### config.mk
export PLATFORM = sky130hd
export DESIGN_NAME = adc_seq_ctrl
export DESIGN_NICKNAME = d
export VERILOG_FILES = /design/src/rtl/adc_seq_pkg.sv /design/src/rtl/adc_seq_spi.sv /design/src/rtl/adc_seq_regs.sv /design/src/rtl/adc_seq_sel.sv /design/src/rtl/adc_seq_ctrl.sv
export SDC_FILE = /design/constraint.sdc
export NUM_CORES = 1
export LEC_CHECK = 0
export ABC_AREA = 1
export CORE_UTILIZATION = 40
export DETAILED_ROUTE_END_ITERATION = 6
export SYNTH_ARGS = -nofsm -noshare
export SYNTH_HDL_FRONTEND = slang
export SYNTH_HIERARCHICAL = 1
export SYNTH_SLANG_ARGS = --single-unit
### constraint.sdc
create_clock -name clk -period 1.87 [get_ports clk]
set_clock_uncertainty 0.05 [all_clocks]
set_input_delay 0.4675 -clock clk [delete_from_list [all_inputs] [get_ports clk]]
set_output_delay 0.4675 -clock clk [all_outputs]
set_load 0.02 [all_outputs]
### src/rtl/adc_seq_pkg.sv
package adc_seq_pkg;
  localparam int CH_N     = 8;
  localparam int RES_W    = 12;
  localparam int CH_W     = $clog2(CH_N);
  localparam int TAG_W    = CH_W + 1;
  localparam int OUT_W    = TAG_W + RES_W;
  localparam int CTL_W    = CH_N + 7;
  localparam int FRM_W    = CTL_W + 1;
  localparam int MUX_EDGE = FRM_W - 2;

  typedef struct packed {
    logic            rpt;
    logic [CH_N-1:0] chmap;   // MSB is channel 0
    logic            tsense;
    logic [1:0]      spare;
    logic            ext_ref;
    logic            avg;
    logic            ppd;
  } ctl_t;

  localparam logic [TAG_W-1:0] TAG_TEMP     = TAG_W'(CH_N);
  localparam logic [TAG_W-1:0] TAG_TEMP_AVG = TAG_W'(CH_N + 1);
endpackage

### src/rtl/adc_seq_spi.sv
module adc_seq_spi
  import adc_seq_pkg::*;
#(
  parameter int FW = FRM_W,
  parameter int OW = OUT_W,
  parameter int ME = MUX_EDGE
) (
  input  logic          clk,
  input  logic          rst,
  input  logic          cs_n,
  input  logic          sclk,
  input  logic          din,
  input  logic [OW-1:0] load_word,
  output logic          dout,
  output logic          frm_start,
  output logic          frm_end,
  output logic          wr_stb,
  output logic [FW-1:0] wr_word,
  output logic          mux_stb
);
  localparam int CNT_W = $clog2(FW + 1);
  localparam logic [CNT_W-1:0] CNT_FULL = CNT_W'(FW);
  localparam logic [CNT_W-1:0] CNT_MUX  = CNT_W'(ME - 1);
  localparam logic [CNT_W-1:0] CNT_LAST = CNT_W'(FW - 1);

  logic [2:0]       cs_sy, ck_sy;
  logic [1:0]       di_sy;
  logic             cs_fall, cs_rise, ck_fall, bit_in;
  logic             active;
  logic [CNT_W-1:0] cnt;
  logic [FW-2:0]    shi;
  logic [OW-1:0]    sho;

  always_ff @(posedge clk) begin
    if (rst) begin
      cs_sy <= '1;
      ck_sy <= '1;
      di_sy <= '0;
    end else begin
      cs_sy <= {cs_sy[1:0], cs_n};
      ck_sy <= {ck_sy[1:0], sclk};
      di_sy <= {di_sy[0], din};
    end
  end

  assign cs_fall = cs_sy[2] & ~cs_sy[1];
  assign cs_rise = ~cs_sy[2] & cs_sy[1];
  assign ck_fall = ck_sy[2] & ~ck_sy[1];
  assign bit_in  = di_sy[1];

  always_ff @(posedge clk) begin
    if (rst) begin
      active    <= 1'b0;
      cnt       <= '0;
      shi       <= '0;
      sho       <= '0;
      dout      <= 1'b0;
      frm_start <= 1'b0;
      frm_end   <= 1'b0;
      wr_stb    <= 1'b0;
      wr_word   <= '0;
      mux_stb   <= 1'b0;
    end else begin
      frm_start <= 1'b0;
      frm_end   <= 1'b0;
      wr_stb    <= 1'b0;
      mux_stb   <= 1'b0;
      dout      <= active & sho[OW-1];
      if (cs_fall) begin
        active    <= 1'b1;
        cnt       <= '0;
        sho       <= load_word;
        frm_start <= 1'b1;
      end else if (cs_rise) begin
        active  <= 1'b0;
        frm_end <= active && (cnt == CNT_FULL);
        cnt     <= '0;
      end else if (active && ck_fall && (cnt != CNT_FULL)) begin
        shi <= {shi[FW-3:0], bit_in};
        sho <= {sho[OW-2:0], 1'b0};
        cnt <= cnt + 1'b1;
        if (cnt == CNT_MUX) mux_stb <= 1'b1;
        if (cnt == CNT_LAST) begin
          wr_stb  <= 1'b1;
          wr_word <= {shi, bit_in};
        end
      end
    end
  end

  AST_CNT_BOUND: assert property (@(posedge clk) disable iff (rst)
    cnt <= CNT_FULL);
  AST_WR_ON_LAST: assert property (@(posedge clk) disable iff (rst)
    wr_stb |-> cnt == CNT_FULL);
  AST_MUX_ON_EDGE: assert property (@(posedge clk) disable iff (rst)
    mux_stb |-> cnt == CNT_W'(ME));
  AST_END_ONLY_FULL: assert property (@(posedge clk) disable iff (rst)
    frm_end |-> $past(cnt) == CNT_FULL);
endmodule

### src/rtl/adc_seq_regs.sv
module adc_seq_regs
  import adc_seq_pkg::*;
(
  input  logic             clk,
  input  logic             rst,
  input  logic             wr_stb,
  input  logic [FRM_W-1:0] wr_word,
  input  logic             frm_start,
  input  logic             frm_end,
  input  logic             temp_done,
  input  logic [RES_W-1:0] conv_data,
  input  logic [CH_W-1:0]  cur_ch,
  output ctl_t             ctl,
  output logic             restart,
  output logic             busy,
  output logic [OUT_W-1:0] result
);
  ctl_t             nw;
  logic             pend;
  logic [TAG_W-1:0] ttag;

  always_comb nw = ctl_t'(wr_word[CTL_W-1:0]);

  always_ff @(posedge clk) begin
    if (rst) begin
      ctl     <= '0;
      restart <= 1'b0;
      pend    <= 1'b0;
      busy    <= 1'b0;
      ttag    <= '0;
      result  <= '0;
    end else begin
      restart <= 1'b0;
      if (wr_stb && wr_word[FRM_W-1]) begin
        ctl     <= nw;
        restart <= 1'b1;
        pend    <= nw.tsense;
      end
      if (frm_start && pend) begin
        busy <= 1'b1;
        pend <= 1'b0;
        ttag <= ctl.avg ? TAG_TEMP_AVG : TAG_TEMP;
      end
      if (busy && temp_done) begin
        busy   <= 1'b0;
        result <= {ttag, conv_data};
      end else if (frm_end && !busy) begin
        result <= {1'b0, cur_ch, conv_data};
      end
    end
  end

  AST_HOLD_NO_WE: assert property (@(posedge clk) disable iff (rst)
    wr_stb && !wr_word[FRM_W-1] |=> $stable(ctl));
  AST_BUSY_ON_START: assert property (@(posedge clk) disable iff (rst)
    $rose(busy) |-> $past(frm_start));
  AST_BUSY_NEEDS_T: assert property (@(posedge clk) disable iff (rst)
    $rose(busy) |-> $past(ctl.tsense));
  AST_RESULT_HELD: assert property (@(posedge clk) disable iff (rst)
    busy && !temp_done |=> $stable(result));
endmodule

### src/rtl/adc_seq_sel.sv
module adc_seq_sel
  import adc_seq_pkg::*;
(
  input  logic            clk,
  input  logic            rst,
  input  logic [CH_N-1:0] chmap,
  input  logic            rpt,
  input  logic            restart,
  input  logic            mux_stb,
  output logic [CH_W-1:0] cur
);
  logic [CH_N-1:0] order;
  logic [CH_W-1:0] first, nxt;
  logic            any, found, fresh;

  for (genvar g = 0; g < CH_N; g++) begin : g_order
    assign order[g] = chmap[CH_N-1-g];
  end

  always_comb begin
    first = cur;
    any   = 1'b0;
    nxt   = cur;
    found = 1'b0;
    for (int i = CH_N - 1; i >= 0; i--) begin
      if (order[i]) begin
        first = CH_W'(i);
        any   = 1'b1;
        if (i > int'(cur)) begin
          nxt   = CH_W'(i);
          found = 1'b1;
        end
      end
    end
  end

  always_ff @(posedge clk) begin
    if (rst) begin
      cur   <= '0;
      fresh <= 1'b0;
    end else begin
      if (restart) fresh <= 1'b1;
      if (mux_stb) begin
        fresh <= 1'b0;
        if (any) begin
          if (fresh)      cur <= first;
          else if (found) cur <= nxt;
          else if (rpt)   cur <= first;
        end
      end
    end
  end

  AST_SEL_STEADY: assert property (@(posedge clk) disable iff (rst)
    !mux_stb |=> $stable(cur));
  AST_SEL_IN_MAP: assert property (@(posedge clk) disable iff (rst)
    mux_stb && (|order) |=> order[cur]);
endmodule

### src/rtl/adc_seq_ctrl.sv
module adc_seq_ctrl
  import adc_seq_pkg::*;
(
  input  logic             clk,
  input  logic             rst,
  input  logic             cs_n,
  input  logic             sclk,
  input  logic             din,
  output logic             dout,
  input  logic [RES_W-1:0] conv_data,
  input  logic             temp_done,
  output logic [CH_W-1:0]  mux_sel,
  output logic             busy,
  output logic             ext_ref,
  output logic             pwr_down
);
  logic             frm_start, frm_end, wr_stb, mux_stb, restart;
  logic [FRM_W-1:0] wr_word;
  logic [OUT_W-1:0] result;
  ctl_t             ctl;

  adc_seq_spi u_spi (
    .clk(clk), .rst(rst), .cs_n(cs_n), .sclk(sclk), .din(din),
    .load_word(result), .dout(dout), .frm_start(frm_start),
    .frm_end(frm_end), .wr_stb(wr_stb), .wr_word(wr_word),
    .mux_stb(mux_stb)
  );

  adc_seq_regs u_regs (
    .clk(clk), .rst(rst), .wr_stb(wr_stb), .wr_word(wr_word),
    .frm_start(frm_start), .frm_end(frm_end), .temp_done(temp_done),
    .conv_data(conv_data), .cur_ch(mux_sel), .ctl(ctl),
    .restart(restart), .busy(busy), .result(result)
  );

  adc_seq_sel u_sel (
    .clk(clk), .rst(rst), .chmap(ctl.chmap), .rpt(ctl.rpt),
    .restart(restart), .mux_stb(mux_stb), .cur(mux_sel)
  );

  assign ext_ref  = ctl.ext_ref;
  assign pwr_down = ctl.ppd;
endmodule

# Word level (Yosys, flattened, before mapping)

Cells that the tools add are included.

Register bits: 105
Word-level logic and storage cells: 129
Output and inout port bits: 7

Muxes and demuxes: 59
Equality and inequality tests: 5
Bitwise operators: 10
Reductions and logical operators: 22
Order comparisons: 7
Add/sub/neg operators: 1

Operator list:

| operator                                                      | number |
|---|---|
| two-way mux 16 bit                                            | 5 |
| two-way mux 3 bit                                             | 25 |
| two-way mux 1 bit                                             | 29 |
| greater-than comparator 3 bit (first input constant)          | 4 |
| == test 5 x 4 -> 1 bit (second input constant)                | 2 |
| logical AND 1 bit                                             | 7 |
| greater-than comparator 2 x 3 -> 1 bit (first input constant) | 2 |
| inverter 1 bit                                                | 6 |
| AND reduction 3 bit                                           | 2 |
| nonzero test 2 bit                                            | 3 |
| OR reduction 2 bit                                            | 3 |
| OR reduction 3 bit                                            | 2 |
| adder 5 x 1 -> 5 bit (second input constant)                  | 1 |
| == test 5 bit (second input constant)                         | 1 |
| inequality test 5 bit (second input constant)                 | 1 |
| AND 1 bit                                                     | 4 |
| AND reduction 4 bit                                           | 1 |
| OR reduction 4 bit                                            | 1 |
| greater-than comparator 1 x 3 -> 1 bit (first input constant) | 1 |
| nonzero test 3 bit                                            | 1 |
| inequality test 2 x 1 -> 1 bit (second input constant)        | 1 |
| AND reduction 2 bit                                           | 1 |
| logical NOT 1 bit                                             | 1 |

# Logic depth before layout (Yosys ltp)

Depth after elaboration: 17
Mapped depth: 12
Mapped depth without buffers: 12

# By module

Netlist, hierarchy kept.

Modules (own cells, without submodules):

| module       | cells each | times used | seq. area each (sq um) | area each (sq um) |
|---|---|---|---|---|
| adc_seq_spi  | 363        | 1          | 1321.3                 | 2711.4 |
| adc_seq_regs | 179        | 1          | 720.7                  | 1435.1 |
| adc_seq_sel  | 85         | 1          | 80.1                   | 476.7 |

# Worst setup path after synthesis

OpenSTA, ideal clock, no wires.

Kind: register -> register
Start: register u_spi.cnt[0]
End: register u_spi.wr_word[10]
Required time: 1.761 ns
Arrival time: 1.428 ns
Clock period less this slack: 1.537 ns
Path slack: 0.333 ns
Buffers on the path: 1
Stages on the path, launching flop included: 10
Path through: dfxtp_1 -> ha_1 -> inv_1 -> nor2_1 -> ha_1 -> nand4_4 -> nor2_4 -> buf_6 -> nand2_1 -> nand2_1

Longest elaborated chain between the ends: 3

RTL lines:

| item                                   | line              | source |
|---|---|---|
| start, declared                        | adc_seq_spi.sv:30 | `logic [CNT_W-1:0] cnt;` |
| start signal, assigned                 | adc_seq_spi.sv:81 | `cnt <= cnt + 1'b1;` |
| inequality test 5 bit                  | adc_seq_spi.sv:78 | `end else if (active && ck_fall && (cnt != CNT_FULL)) begin` |
| logical AND 1 bit                      | adc_seq_spi.sv:78 |  |
| AND reduction 4 bit (no source line) * | --                |  |
| end signal, assigned                   | adc_seq_spi.sv:85 | `wr_word <= {shi, bit_in};` |
| end, declared                          | adc_seq_spi.sv:18 | `output logic [FW-1:0] wr_word,` |

Every way passes the cells marked *; elsewhere a longest branch is shown, timed or not.
A chain may end at the register's enable or synchronous reset.

# Worst setup path after layout

Start: register u_sel.cur[2]
End: output port mux_sel[2]

RTL lines:

| item                   | line               | source |
|---|---|---|
| start, declared        | adc_seq_sel.sv:10  | `output logic [CH_W-1:0] cur` |
| start signal, assigned | adc_seq_sel.sv:46  | `if (fresh) cur <= first;` |
| start signal, assigned | adc_seq_sel.sv:47  | `else if (found) cur <= nxt;` |
| start signal, assigned | adc_seq_sel.sv:48  | `else if (rpt) cur <= first;` |
| end, declared          | adc_seq_ctrl.sv:12 | `output logic [CH_W-1:0] mux_sel,` |

No word-level cell between the ends.

==> results_dict.tcl <==
set metrics [dict create \
    die_y_um 108 \
    layout_setup_ws_ns 0.161 \
    die-width_um 108 \
    hold_viol 0 \
    antenna_left 0 \
    setup_tns_ns 0 \
    holdWs_ns 0.374 \
    cts_max_path_buffers 2 \
    setup-violations-final 0 \
    rows 38 \
    min_period_ns 1.71 \
    die_area_um2 11600 \
    relSlewSlack 0.763 \
    rsz0062_at_grt "false" \
    grt_pass1_wl_um 15500 \
    crit_arrival_ns 1.19 \
    yosysWarningCount 6 \
    io_pins 25 \
    drv_slew 0 \
    cts_tree "yes" \
    hp-class "register to register" \
    max_cap_violations 0 \
    path_cells "dlygate4sd2_1" \
    cts_sinks 101 \
    postLayoutCellArea_um2 5020 \
    fillers 1128 \
    hold_path_depth 1 \
    pre_cts_slack_ns 0.0820 \
    cp.depth 1 \
    powerDensity_nw_per_um2 770 \
    power_leakage_nw 2.19 \
    final_util 0.463 \
    grt_pass1_vias 3470 \
    grt_overflow 0 \
    place.gp.congestion 0.808 \
    cp_top_family "flip-flops" \
    syn_area_per_cell_um2 7.34 \
    critPathBufInv 1 \
    nets 651 \
    n_antenna_cell 0 \
    syn_inst 608 \
    mostFrequentLayoutCell "nand2_1" \
    portBuffers 24 \
    vias 3628 \
    via_per_inst 4.70 \
    cts_hold_buf 0 \
    drc 0 \
    worstSetupPathType "register to primary output" \
    finalCritPeriodShare 0.914 \
    grt_max_degree 32 \
    wire_per_inst_um 11.6 \
    dpl-instance-area_um2 4820 \
    initial_utilization 0.412 \
    root_buffer "clkbuf_8" \
    area.growth.synth_to_final_pct 12.5 \
    slowest_stage "dfxtp_1" \
    critPathLaunchType "register" \
    h-tree-depth 3 \
    cts_resized 8 \
    worstSkewPairLatency_ns 0.37 \
    wl_um 8920 \
    hpwlAfterDp_um 6230 \
    max_stage_delay_ns 0.46 \
    max_slew.worst_pin.slew_ns 0.355 \
    design.core.area_um2 10800 \
    mostFrequentLayoutCells "nand2_1, dfxtp_1, nor2_1" \
    status "finished, final reports clean" \
    track_usage 0.168 \
    first_pass_iters 4 \
    drt_iter0_drc 160 \
    vdd_drop_max_mv 0.436 \
    synth_nets 632 \
    critPathMaxFanout 6 \
    cp.required_ns 1.35 \
    antenna_found_initial 0 \
    clkTransAtPathRegs_ns 0.11 \
    post-cts-setup-buffer-count 0 \
    rr_worst_depth 10 \
    syn-cell-area_um2 4460 \
    drive_gt1_frac 0.117 \
    numCtsBuffers 9 \
    max_freq_ghz 0.585 \
    end_kind "primary output" \
]
[final timing paths]
check                                      end           start  slack [ns]
worst max register to register    u_spi/cnt[4]    u_spi/cnt[0]        0.23
worst min register to register  u_spi/cs_sy[1]  u_spi/cs_sy[0]        0.37
worst min-delay path            u_spi/cs_sy[1]  u_spi/cs_sy[0]        0.37
worst max-delay path                mux_sel[2]    u_sel/cur[2]        0.16
[sequential cells by signal (all words and copies together), names as in the netlist, 2 cells and up]
signal         count
u_regs/ctl        12
u_regs/result     16
u_regs/ttag        2
u_sel/cur          3
u_spi/ck_sy        3
u_spi/cnt          5
u_spi/cs_sy        3
u_spi/di_sy        2
u_spi/shi         15
u_spi/sho         16
u_spi/wr_word     14
[final cells by class]
cell class                 instances  area [um^2]  area share
timing repair buffer              40          364      0.0725
inverter                          62          234      0.0466
clock inverter                     7         87.6      0.0174
clock buffer                       9          124      0.0247
tap                              140          175      0.0349
multi-input combinational        413         2010       0.401
sequential                       101         2020       0.403
[routing by layer]
metal  routed length, um  share of wire  vias to the layer above  GRT usage
met4                  87         0.0098                        0     0.0626
met5                   0              0                        -          0
met2                3890           0.44                       30      0.261
li1                    -              -                     1972          -
met1                4740           0.53                     1620      0.228
met3                 208          0.023                        6     0.0357
[stage by stage]
step,power [mW],std cells
2_1_floorplan,2.37,608
3_3_place_gp,2.44,756
3_5_place_dp,2.45,756
4_1_cts,3.92,772
5_1_grt,4.05,772
6_report,3.87,772
[power by group]
group          switching (mW)  internal (mW)  total, mW
clock network           0.819          0.652       1.47
logic                   0.119         0.0882      0.207
registers             0.00868           2.18       2.19
total                   0.947           2.92       3.87
Note: power is estimated with default switching activity, not from simulation.
